[src/rtl/dic_pkg.sv]
package dic_pkg;
    localparam int PIC_LINES = 8;
    localparam int ADDR_W    = 16;
    localparam int DATA_W    = 8;
    localparam int IDX_W     = $clog2(PIC_LINES);
    localparam int CAS_LINE  = 2;

    localparam logic [ADDR_W-1:0] PRI_EVEN = 16'h0020;
    localparam logic [ADDR_W-1:0] PRI_ODD  = 16'h0021;
    localparam logic [ADDR_W-1:0] SEC_EVEN = 16'h00A0;
    localparam logic [ADDR_W-1:0] SEC_ODD  = 16'h00A1;
    localparam logic [ADDR_W-1:0] TRIG_PRI = 16'h04D0;
    localparam logic [ADDR_W-1:0] TRIG_SEC = 16'h04D1;

    typedef enum logic [1:0] {
        STEP_IDLE,
        STEP_BASE,
        STEP_CASC,
        STEP_MODE
    } init_step_e;

    typedef struct packed {
        logic even;
        logic odd;
        logic trig;
    } wr_sel_t;
endpackage

[src/rtl/dic_addr_decode.sv]
module dic_addr_decode
    import dic_pkg::*;
(
    input  logic              wr_en,
    input  logic [ADDR_W-1:0] addr,
    output wr_sel_t           pri_sel,
    output wr_sel_t           sec_sel
);
    always_comb begin
        pri_sel.even = wr_en && (addr == PRI_EVEN);
        pri_sel.odd  = wr_en && (addr == PRI_ODD);
        pri_sel.trig = wr_en && (addr == TRIG_PRI);
        sec_sel.even = wr_en && (addr == SEC_EVEN);
        sec_sel.odd  = wr_en && (addr == SEC_ODD);
        sec_sel.trig = wr_en && (addr == TRIG_SEC);
    end
endmodule

[src/rtl/dic_prio_find.sv]
module dic_prio_find #(
    parameter int N  = 8,
    parameter int IW = $clog2(N)
) (
    input  logic [N-1:0]  vec,
    output logic          found,
    output logic [IW-1:0] idx
);
    always_comb begin
        found = 1'b0;
        idx   = '0;
        for (int i = N - 1; i >= 0; i--) begin
            if (vec[i]) begin
                found = 1'b1;
                idx   = i[IW-1:0];
            end
        end
    end
endmodule

[src/rtl/dic_core.sv]
module dic_core
    import dic_pkg::*;
#(
    parameter int                 LINES       = PIC_LINES,
    parameter logic [LINES-1:0]   FORCE_EDGE  = '0,
    parameter bit                 HAS_CASCADE = 1'b0,
    parameter int                 CAS_IDX     = CAS_LINE,
    localparam int                IW          = $clog2(LINES),
    localparam int                BASE_W      = DATA_W - IW
) (
    input  logic              clk,
    input  logic              rst_n,
    input  wr_sel_t           sel,
    input  logic [DATA_W-1:0] data,
    input  logic [LINES-1:0]  req,
    input  logic              cas_req,
    input  logic              ack,
    output logic              int_o,
    output logic [IW-1:0]     win_idx,
    output logic [BASE_W-1:0] base_o
);
    typedef struct packed {
        logic [LINES-1:0]  irr;
        logic [LINES-1:0]  isr;
        logic [LINES-1:0]  imr;
        logic [LINES-1:0]  trig;
        logic [LINES-1:0]  prev;
        logic [BASE_W-1:0] base;
        init_step_e        step;
        logic              want_mode;
        logic              single;
    } core_st_t;

    core_st_t st_q, st_d;

    logic [LINES-1:0] level, rise, pend, cand;
    logic             cand_found, isr_found, int_raw;
    logic [IW-1:0]    cand_idx, isr_idx;

    always_comb begin
        level = st_q.trig & ~FORCE_EDGE;
        rise  = req & ~st_q.prev;
        pend  = st_q.irr;
        if (HAS_CASCADE) pend[CAS_IDX] = cas_req;
        cand  = pend & ~st_q.imr;
    end

    dic_prio_find #(.N(LINES)) u_cand (.vec(cand),     .found(cand_found), .idx(cand_idx));
    dic_prio_find #(.N(LINES)) u_isr  (.vec(st_q.isr), .found(isr_found),  .idx(isr_idx));

    assign int_raw = cand_found && (!isr_found || (cand_idx < isr_idx));

    always_comb begin
        st_d      = st_q;
        st_d.prev = req;
        st_d.irr  = ((st_q.irr | rise) & ~level) | (req & level);

        if (sel.trig) st_d.trig = data[LINES-1:0];

        if (sel.even) begin
            if (data[4]) begin
                st_d.step      = STEP_BASE;
                st_d.want_mode = data[0];
                st_d.single    = data[1];
                st_d.imr       = '0;
                st_d.isr       = '0;
                st_d.irr       = '0;
            end else if (!data[3]) begin
                case (data[7:5])
                    3'b001: if (isr_found) st_d.isr[isr_idx] = 1'b0;
                    3'b011: st_d.isr[data[IW-1:0]] = 1'b0;
                    default: ;
                endcase
            end
        end

        if (sel.odd) begin
            case (st_q.step)
                STEP_BASE: begin
                    st_d.base = data[DATA_W-1:IW];
                    if (!st_q.single)        st_d.step = STEP_CASC;
                    else if (st_q.want_mode) st_d.step = STEP_MODE;
                    else                     st_d.step = STEP_IDLE;
                end
                STEP_CASC: st_d.step = st_q.want_mode ? STEP_MODE : STEP_IDLE;
                STEP_MODE: st_d.step = STEP_IDLE;
                default:   st_d.imr  = data[LINES-1:0];
            endcase
        end

        if (ack && int_raw) begin
            st_d.isr[cand_idx] = 1'b1;
            if (!level[cand_idx]) st_d.irr[cand_idx] = 1'b0;
        end
    end

    always_ff @(posedge clk or negedge rst_n) begin
        if (!rst_n) begin
            st_q <= '{irr: '0, isr: '0, imr: '0, trig: '0, prev: '0,
                      base: '0, step: STEP_IDLE, want_mode: 1'b0, single: 1'b0};
        end else begin
            st_q <= st_d;
        end
    end

    assign int_o   = int_raw;
    assign win_idx = cand_idx;
    assign base_o  = st_q.base;
endmodule

[src/rtl/dual_irq_ctrl.sv]
module dual_irq_ctrl
    import dic_pkg::*;
#(
    parameter logic [2*PIC_LINES-1:0] ACTIVE_LOW = '0,
    localparam int NUM_LINES = 2 * PIC_LINES,
    localparam int BASE_W    = DATA_W - IDX_W
) (
    input  logic                 clk,
    input  logic                 rst_n,
    input  logic                 io_wr_en,
    input  logic [ADDR_W-1:0]    io_addr,
    input  logic [DATA_W-1:0]    io_wdata,
    input  logic [NUM_LINES-1:0] irq_raw,
    input  logic                 int_ack_i,
    output logic                 int_o,
    output logic [DATA_W-1:0]    vec_o,
    output logic                 vec_vld_o
);
    localparam logic [IDX_W-1:0]     CAS_SEL   = IDX_W'(CAS_LINE);
    localparam logic [IDX_W-1:0]     SPUR_IDX  = IDX_W'(PIC_LINES - 1);
    localparam logic [PIC_LINES-1:0] PRI_EDGE  = PIC_LINES'(1) | (PIC_LINES'(1) << CAS_LINE);
    localparam logic [PIC_LINES-1:0] SEC_EDGE  = PIC_LINES'(1);

    typedef struct packed {
        logic [DATA_W-1:0] vec;
        logic              vld;
    } top_st_t;

    top_st_t top_q, top_d;

    wr_sel_t               pri_sel, sec_sel;
    logic [NUM_LINES-1:0]  req_norm;
    logic                  pri_int, sec_int, sec_ack;
    logic [IDX_W-1:0]      pri_idx, sec_idx;
    logic [BASE_W-1:0]     pri_base, sec_base;

    assign req_norm = irq_raw ^ ACTIVE_LOW;

    dic_addr_decode u_dec (
        .wr_en  (io_wr_en),
        .addr   (io_addr),
        .pri_sel(pri_sel),
        .sec_sel(sec_sel)
    );

    assign sec_ack = int_ack_i && pri_int && (pri_idx == CAS_SEL);

    dic_core #(.FORCE_EDGE(PRI_EDGE), .HAS_CASCADE(1'b1)) u_pri (
        .clk    (clk),
        .rst_n  (rst_n),
        .sel    (pri_sel),
        .data   (io_wdata),
        .req    (req_norm[PIC_LINES-1:0]),
        .cas_req(sec_int),
        .ack    (int_ack_i),
        .int_o  (pri_int),
        .win_idx(pri_idx),
        .base_o (pri_base)
    );

    dic_core #(.FORCE_EDGE(SEC_EDGE), .HAS_CASCADE(1'b0)) u_sec (
        .clk    (clk),
        .rst_n  (rst_n),
        .sel    (sec_sel),
        .data   (io_wdata),
        .req    (req_norm[NUM_LINES-1:PIC_LINES]),
        .cas_req(1'b0),
        .ack    (sec_ack),
        .int_o  (sec_int),
        .win_idx(sec_idx),
        .base_o (sec_base)
    );

    always_comb begin
        top_d     = top_q;
        top_d.vld = int_ack_i;
        if (int_ack_i) begin
            if (!pri_int)                top_d.vec = {pri_base, SPUR_IDX};
            else if (pri_idx == CAS_SEL) top_d.vec = {sec_base, sec_idx};
            else                         top_d.vec = {pri_base, pri_idx};
        end
    end

    always_ff @(posedge clk or negedge rst_n) begin
        if (!rst_n) top_q <= '{vec: '0, vld: 1'b0};
        else        top_q <= top_d;
    end

    assign int_o     = pri_int;
    assign vec_o     = top_q.vec;
    assign vec_vld_o = top_q.vld;
endmodule

[config.mk]
export PLATFORM = sky130hd
export DESIGN_NAME = dual_irq_ctrl
export DESIGN_NICKNAME = d
export VERILOG_FILES = /design/src/rtl/dic_pkg.sv /design/src/rtl/dic_addr_decode.sv /design/src/rtl/dic_prio_find.sv /design/src/rtl/dic_core.sv /design/src/rtl/dual_irq_ctrl.sv
export SDC_FILE = /design/constraint.sdc
export NUM_CORES = 1
export LEC_CHECK = 0
export ABC_AREA = 0
export BUFFER_PORTS_ARGS = -buffer_cell sky130_fd_sc_hd__buf_2
export CAP_MARGIN = 10
export CORE_MARGIN = 5
export CORE_UTILIZATION = 40
export DETAILED_ROUTE_END_ITERATION = 7
export PLACE_DENSITY_LB_ADDON = 0.2
export SLEW_MARGIN = 0
export SYNTH_ARGS = -nofsm -noshare
export SYNTH_HDL_FRONTEND = slang
export SYNTH_HIERARCHICAL = 1
export SYNTH_SLANG_ARGS = --single-unit
[constraint.sdc]
create_clock -name clk -period 9.7 [get_ports clk]
set_clock_uncertainty 0.2 [all_clocks]
set_input_delay 0.97 -clock clk [delete_from_list [all_inputs] [get_ports clk]]
set_output_delay 0.97 -clock clk [all_outputs]
set_load 0.005 [all_outputs]
* Word-level counts from Yosys, hierarchy flattened
Index checks and enable logic that the tools add are counted.
Cells by class: magnitude comparators 12, equal/unequal tests 15, multiplexer cells 114, bitwise operators 31, reduce and logical (&&, ||, !) cells 26
Operators by type and width (number):
- $mux 8 | 18
- $and 8x8->8 | 14
- $mux 3 | 32
- $not 8->8 | 11
- $mux 24 | 2
- $or 8x8->8 | 6
- $mux 1 | 39
- $eq 16x11->1 const B | 2
- $eq 16x6->1 const B | 2
- $eq 16x8->1 const B | 2
- $mux 16 | 2
- $pmux 8 s2 | 2
- $lt 3x4->1 const B | 5
- $logic_and 1x1->1 | 16
- $mux 4 | 4
- $demux 1 s3 | 5
- $ge 3x1->1 const B | 5
- $mux 2 | 6
- $pmux 2 s3 | 2
- $eq 2x2->1 const B | 4
- $reduce_and 2->1 | 4
- $bmux 1 s3 | 2
- $eq 3x2->1 const B | 2
- $lt 3x3->1 | 2
- 5 further kinds | 9
Word-level totals: flip-flop bits (word level) 107, output and inout bits 10, word-level logic and storage cells 218

* Logic depth before layout (Yosys ltp)
depth after elaboration 30, gate-level depth with buffers 20, gate-level depth less buffers 19

* Hierarchy
The synthesis kept the hierarchy.
By module, submodules not included:
- dic_core at u_sec | times used 1, cells an instance 231, area each 2353.5 um2, seq. area each 1201.2 um2
- dic_core at u_pri | times used 1, cells an instance 228, area each 2219.6 um2, seq. area each 1126.1 um2
- dual_irq_ctrl | times used 1, cells an instance 41, area each 422.9 um2, seq. area each 225.2 um2
- dic_prio_find | times used 4, cells an instance 13, area each 80.1 um2, seq. area each 0.0 um2
- dic_addr_decode | times used 1, cells an instance 15, area each 156.4 um2, seq. area each 0.0 um2

* Worst setup path after synthesis
Ideal clock, no wire load.
kind register -> register, start point register u_sec/st_q[38] (netlist name), end point register u_sec.st_q, in the netlist u_sec/pend[1], arrival time 4.685 ns, path slack 4.686 ns, stages on the path, launching flop included 20, cell sequence dfrtp_1 > nor2_1 > o21ai_0 > a211oi_1 > inv_1 > ha_1 > a2111oi_4 > or2_1 > nor2b_1 > nor2_1 > a211oi_1 > ha_1 > inv_1 > o211ai_2 > nand2_1 > and4bb_1 > buf_6 > and2_2 > o21ai_4 > o41a_1
RTL lines:
- from (decl) | RTL line dic_core.sv:34 | core_st_t st_q, st_d;
- from (signal assigned) | RTL line dic_core.sv:99 | st_q <= '{irr: '0, isr: '0, imr: '0, trig: '0, prev: '0,
- from (signal assigned) | RTL line dic_core.sv:102 | st_q <= st_d;

* Final worst setup path
start point register u_sec.st_q, in the netlist u_sec/pend[5], end point output int_o
On the way: cells in the longest elaborated chain, start to end 17, elaborated cells on any way between the ends 26
RTL lines:
- $and 8x8->8 | RTL line dic_core.sv:45 | cand = pend & ~st_q.imr;
- net u_sec.cand[5] | RTL line dic_core.sv:36 | logic [LINES-1:0] level, rise, pend, cand;
- $mux 3 (6 in series) | RTL line dic_prio_find.sv:13 | if (vec[i]) begin
- net sec_idx[1] | RTL line dual_irq_ctrl.sv:34 | logic [IDX_W-1:0] pri_idx, sec_idx;
- $lt 3x3->1 | RTL line dic_core.sv:51 | assign int_raw = cand_found && (!isr_found || (cand_idx < isr_idx));
- $logic_or 1x1->1 | RTL line dic_core.sv:51
- $logic_and 1x1->1 | RTL line dic_core.sv:51
- net sec_int | RTL line dual_irq_ctrl.sv:33 | logic pri_int, sec_int, sec_ack;
- $and 8x8->8 | RTL line dic_core.sv:45
- net u_pri.cand[2] | RTL line dic_core.sv:36
- $mux 3 (3 in series) | RTL line dic_prio_find.sv:13
- net pri_idx[2] | RTL line dual_irq_ctrl.sv:34
- $lt 3x3->1 | RTL line dic_core.sv:51
- $logic_or 1x1->1 | RTL line dic_core.sv:51
- $logic_and 1x1->1 | RTL line dic_core.sv:51
- to (decl) | RTL line dual_irq_ctrl.sv:15 | output logic int_o,
The timed path passes the listed nets, and every way through them passes these cells.

==> impl_metrics.json <==
{
  "drive_gt1_share_pct": 19.24,
  "synth.cell_area_um2": 5469,
  "layoutNonFillerInstCount": 784,
  "critPathLaunchType": "register",
  "hold_viol_final": 0,
  "io_pins": 54,
  "path_clk_slew_ps": 70,
  "syn_inst": 566,
  "finalNetCount": 651,
  "vias": 4324,
  "multiInputGateArea_um2": 2613,
  "crit_chain": "nor2b_1 -> nor2_1 -> o21ai_0 -> a211oi_1 -> buf_4 -> ha_1 -> a2111oi_4 -> or2_1 -> nor2b_1 -> nor4_2 -> nor2b_1 -> ha_1 -> o21ai_0 -> nand2_1 -> nand2_1 -> buf_2",
  "drtIter0Drc": 240,
  "criticalPathCategory": "register to primary output",
  "placed_area_um2": 5821,
  "critPathCaptureType": "primary output",
  "cts_tree": "yes",
  "grt_pass1_vias": 4348,
  "tns_ps": 0,
  "path_depth": 16,
  "die_h_um": 126.9,
  "row_count": 42,
  "crit_buf_inv": 2,
  "clk_path_buf_depth": 2,
  "antenna_left": 0,
  "postCtsHoldBufs": 0,
  "status": "complete, no violations",
  "post_cts_resized": 0,
  "setup_violations": 0,
  "cp_slowest_cell": "a211oi_1",
  "antenna_found_initial": 0,
  "regArea_um2": 2552,
  "syn_nets": 614,
  "gr-usage-all-layers_pct": 18.05,
  "min_path_type": "register to register",
  "cts_sinks": 102,
  "num_antenna_cells": 0,
  "finalCriticalPeriod_ps": 5888,
  "routabilityCongestion": 0.8757,
  "grt_max_degree": 57,
  "die_w_um": 126.9,
  "max_stage_delay_ps": 600,
  "worstPathRequired_ps": 8530,
  "overflow": 0,
  "grt_pass1_wl_mm": 22.96,
  "rsz0062_at_grt": "no",
  "area_delta_synth_final_pct": 12.06,
  "holdPathStages": 1,
  "cts_root_buf": "clkbuf_16",
  "insertion_delay_ps": 360,
  "crit_family": "simple AND/OR/NAND/NOR gates",
  "fmax_mhz": 169.8,
  "fin_crit_sh_pct": 60.70,
  "leakagePower_nw": 2.593,
  "drtPass1Iterations": 5,
  "dp_hpwl_mm": 9.894,
  "die_area_um2": 16110,
  "slew_headroom_pct": 37.90,
  "worst-path-max-fanout": 10,
  "start_util_pct": 40.97,
  "reg2reg_depth": 19,
  "htree_levels": 3,
  "via_per_inst": 5.515,
  "dp.cells": 768,
  "yosys_warnings": 6,
  "avgSynthCellArea_um2": 9.663,
  "routedWlPerCell_um": 17.73,
  "io_buffers": 52,
  "max-cap-violations": 0,
  "cts_buffers": 9,
  "routed_wl_mm": 13.90,
  "fin_area_um2": 6128,
  "cp.arrival_ps": 4720,
  "fill_cells": 1316,
  "p_per_area_nw_per_um2": 168.6,
  "cpMostUsedCell": "nor2b_1",
  "cts_setup_buffers": 0,
  "drcViolationCount": 0,
  "worst_slew_pin_slew_ps": 919.5,
  "ir_worst_vdd_mv": 0.1319,
  "core-area_um2": 13350,
  "maxSlewViolCount": 0
}
## placed cells by master, fill, tap and decap left out, drive strengths merged, types with 4 or more instances in the layout
master  instances
inv            34
ha              4
o31ai           8
o21ai          53
a41oi           4
mux2i           7
clkbuf         10
a31oi           7
nor4            9
o41ai           4
a211oi         12
buf            58
nor3            8
clkinv          4
and2            4
a21oi          32
nand2          69
nor2           35
dfrtp         102
nor3b           9
nand3           7
o21bai          4
mux2           19
a21boi          6
nand3b          4
nand2b         12
o211ai          6
nor2b          26
## per-stage QoR
step | hold WS, ps | total power [W] | setup slack, ps | util, %
floorplan | 268.6 | 0.0005952 | 4686 | -
global placement | 285.9 | 0.0006628 | 4057 | 43.61
detailed placement | 292.4 | 0.0006676 | 3925 | 43.61
CTS | 308.0 | 0.001045 | 3811 | 45.91
global route | 315.9 | 0.001089 | 3433 | 45.91
finish | 306.1 | 0.001033 | 3812 | 45.91
## power by group
group          leakage [nW]  switching (W)  total [W]  internal [W]
clock network         0.149       0.000164   0.000372      0.000208
registers              1.26      0.0000265   0.000477      0.000451
logic                  1.19       0.000111   0.000184     0.0000726
## worst paths after layout
| check | slack [ps] | startpoint | end |
|---|---|---|---|
| worst min-delay path | 310 | u_pri/base_o[1] | u_pri/base_o[1] |
| min in group asynchronous | 420 | rst_n | u_sec/base_o[3] |
| worst max register to register | 3880 | u_sec/pend[5] | u_sec/pend[2] |
| worst min register to register | 310 | u_pri/base_o[1] | u_pri/base_o[1] |
| max in group asynchronous | 7760 | rst_n | u_pri/st_q[29] |
| worst max-delay path | 3810 | u_sec/pend[5] | int_o |
## registers in the layout (all words and copies together), names as in the netlist
signal and cells:
u_pri/base_o 5, u_pri/level 6, u_pri/pend 7, u_pri/st_q 27, u_sec/base_o 5, u_sec/level 7
u_sec/pend 8, u_sec/st_q 28, vec_o 8, vec_vld_o 1
## worst register-to-register path, delay by kind of cell (launching register included)
kind,cells,cell delay [ps]
DFF,1,390
buffers and inverters,1,300
and+or+nand+nor,10,2720
AOI/OAI and AO/OA,6,1530
adders and majority gates,2,530
## layer usage
metal | GRT usage, % | vias up | part of all wire [%] | routed length, µm
met5 | 0 | - | 0 | 0
met4 | 6.309 | 0 | 1.8 | 257
met3 | 4.161 | 19 | 3.8 | 524
met2 | 30.17 | 77 | 50 | 6885
met1 | 23.00 | 2132 | 45 | 6230
li1 | - | 2096 | - | -
## final cells by class
cell class                      count  area share, %
Clock inverter                      6          1.123
Clock buffer                       10          3.900
Sequential cell                   102          41.65
Tap cell                          176          3.593
Timing Repair Buffer               58          5.022
Multi-Input combinational cell    398          42.63
Inverter                           34          2.082
(Power assumes the default switching activity.)
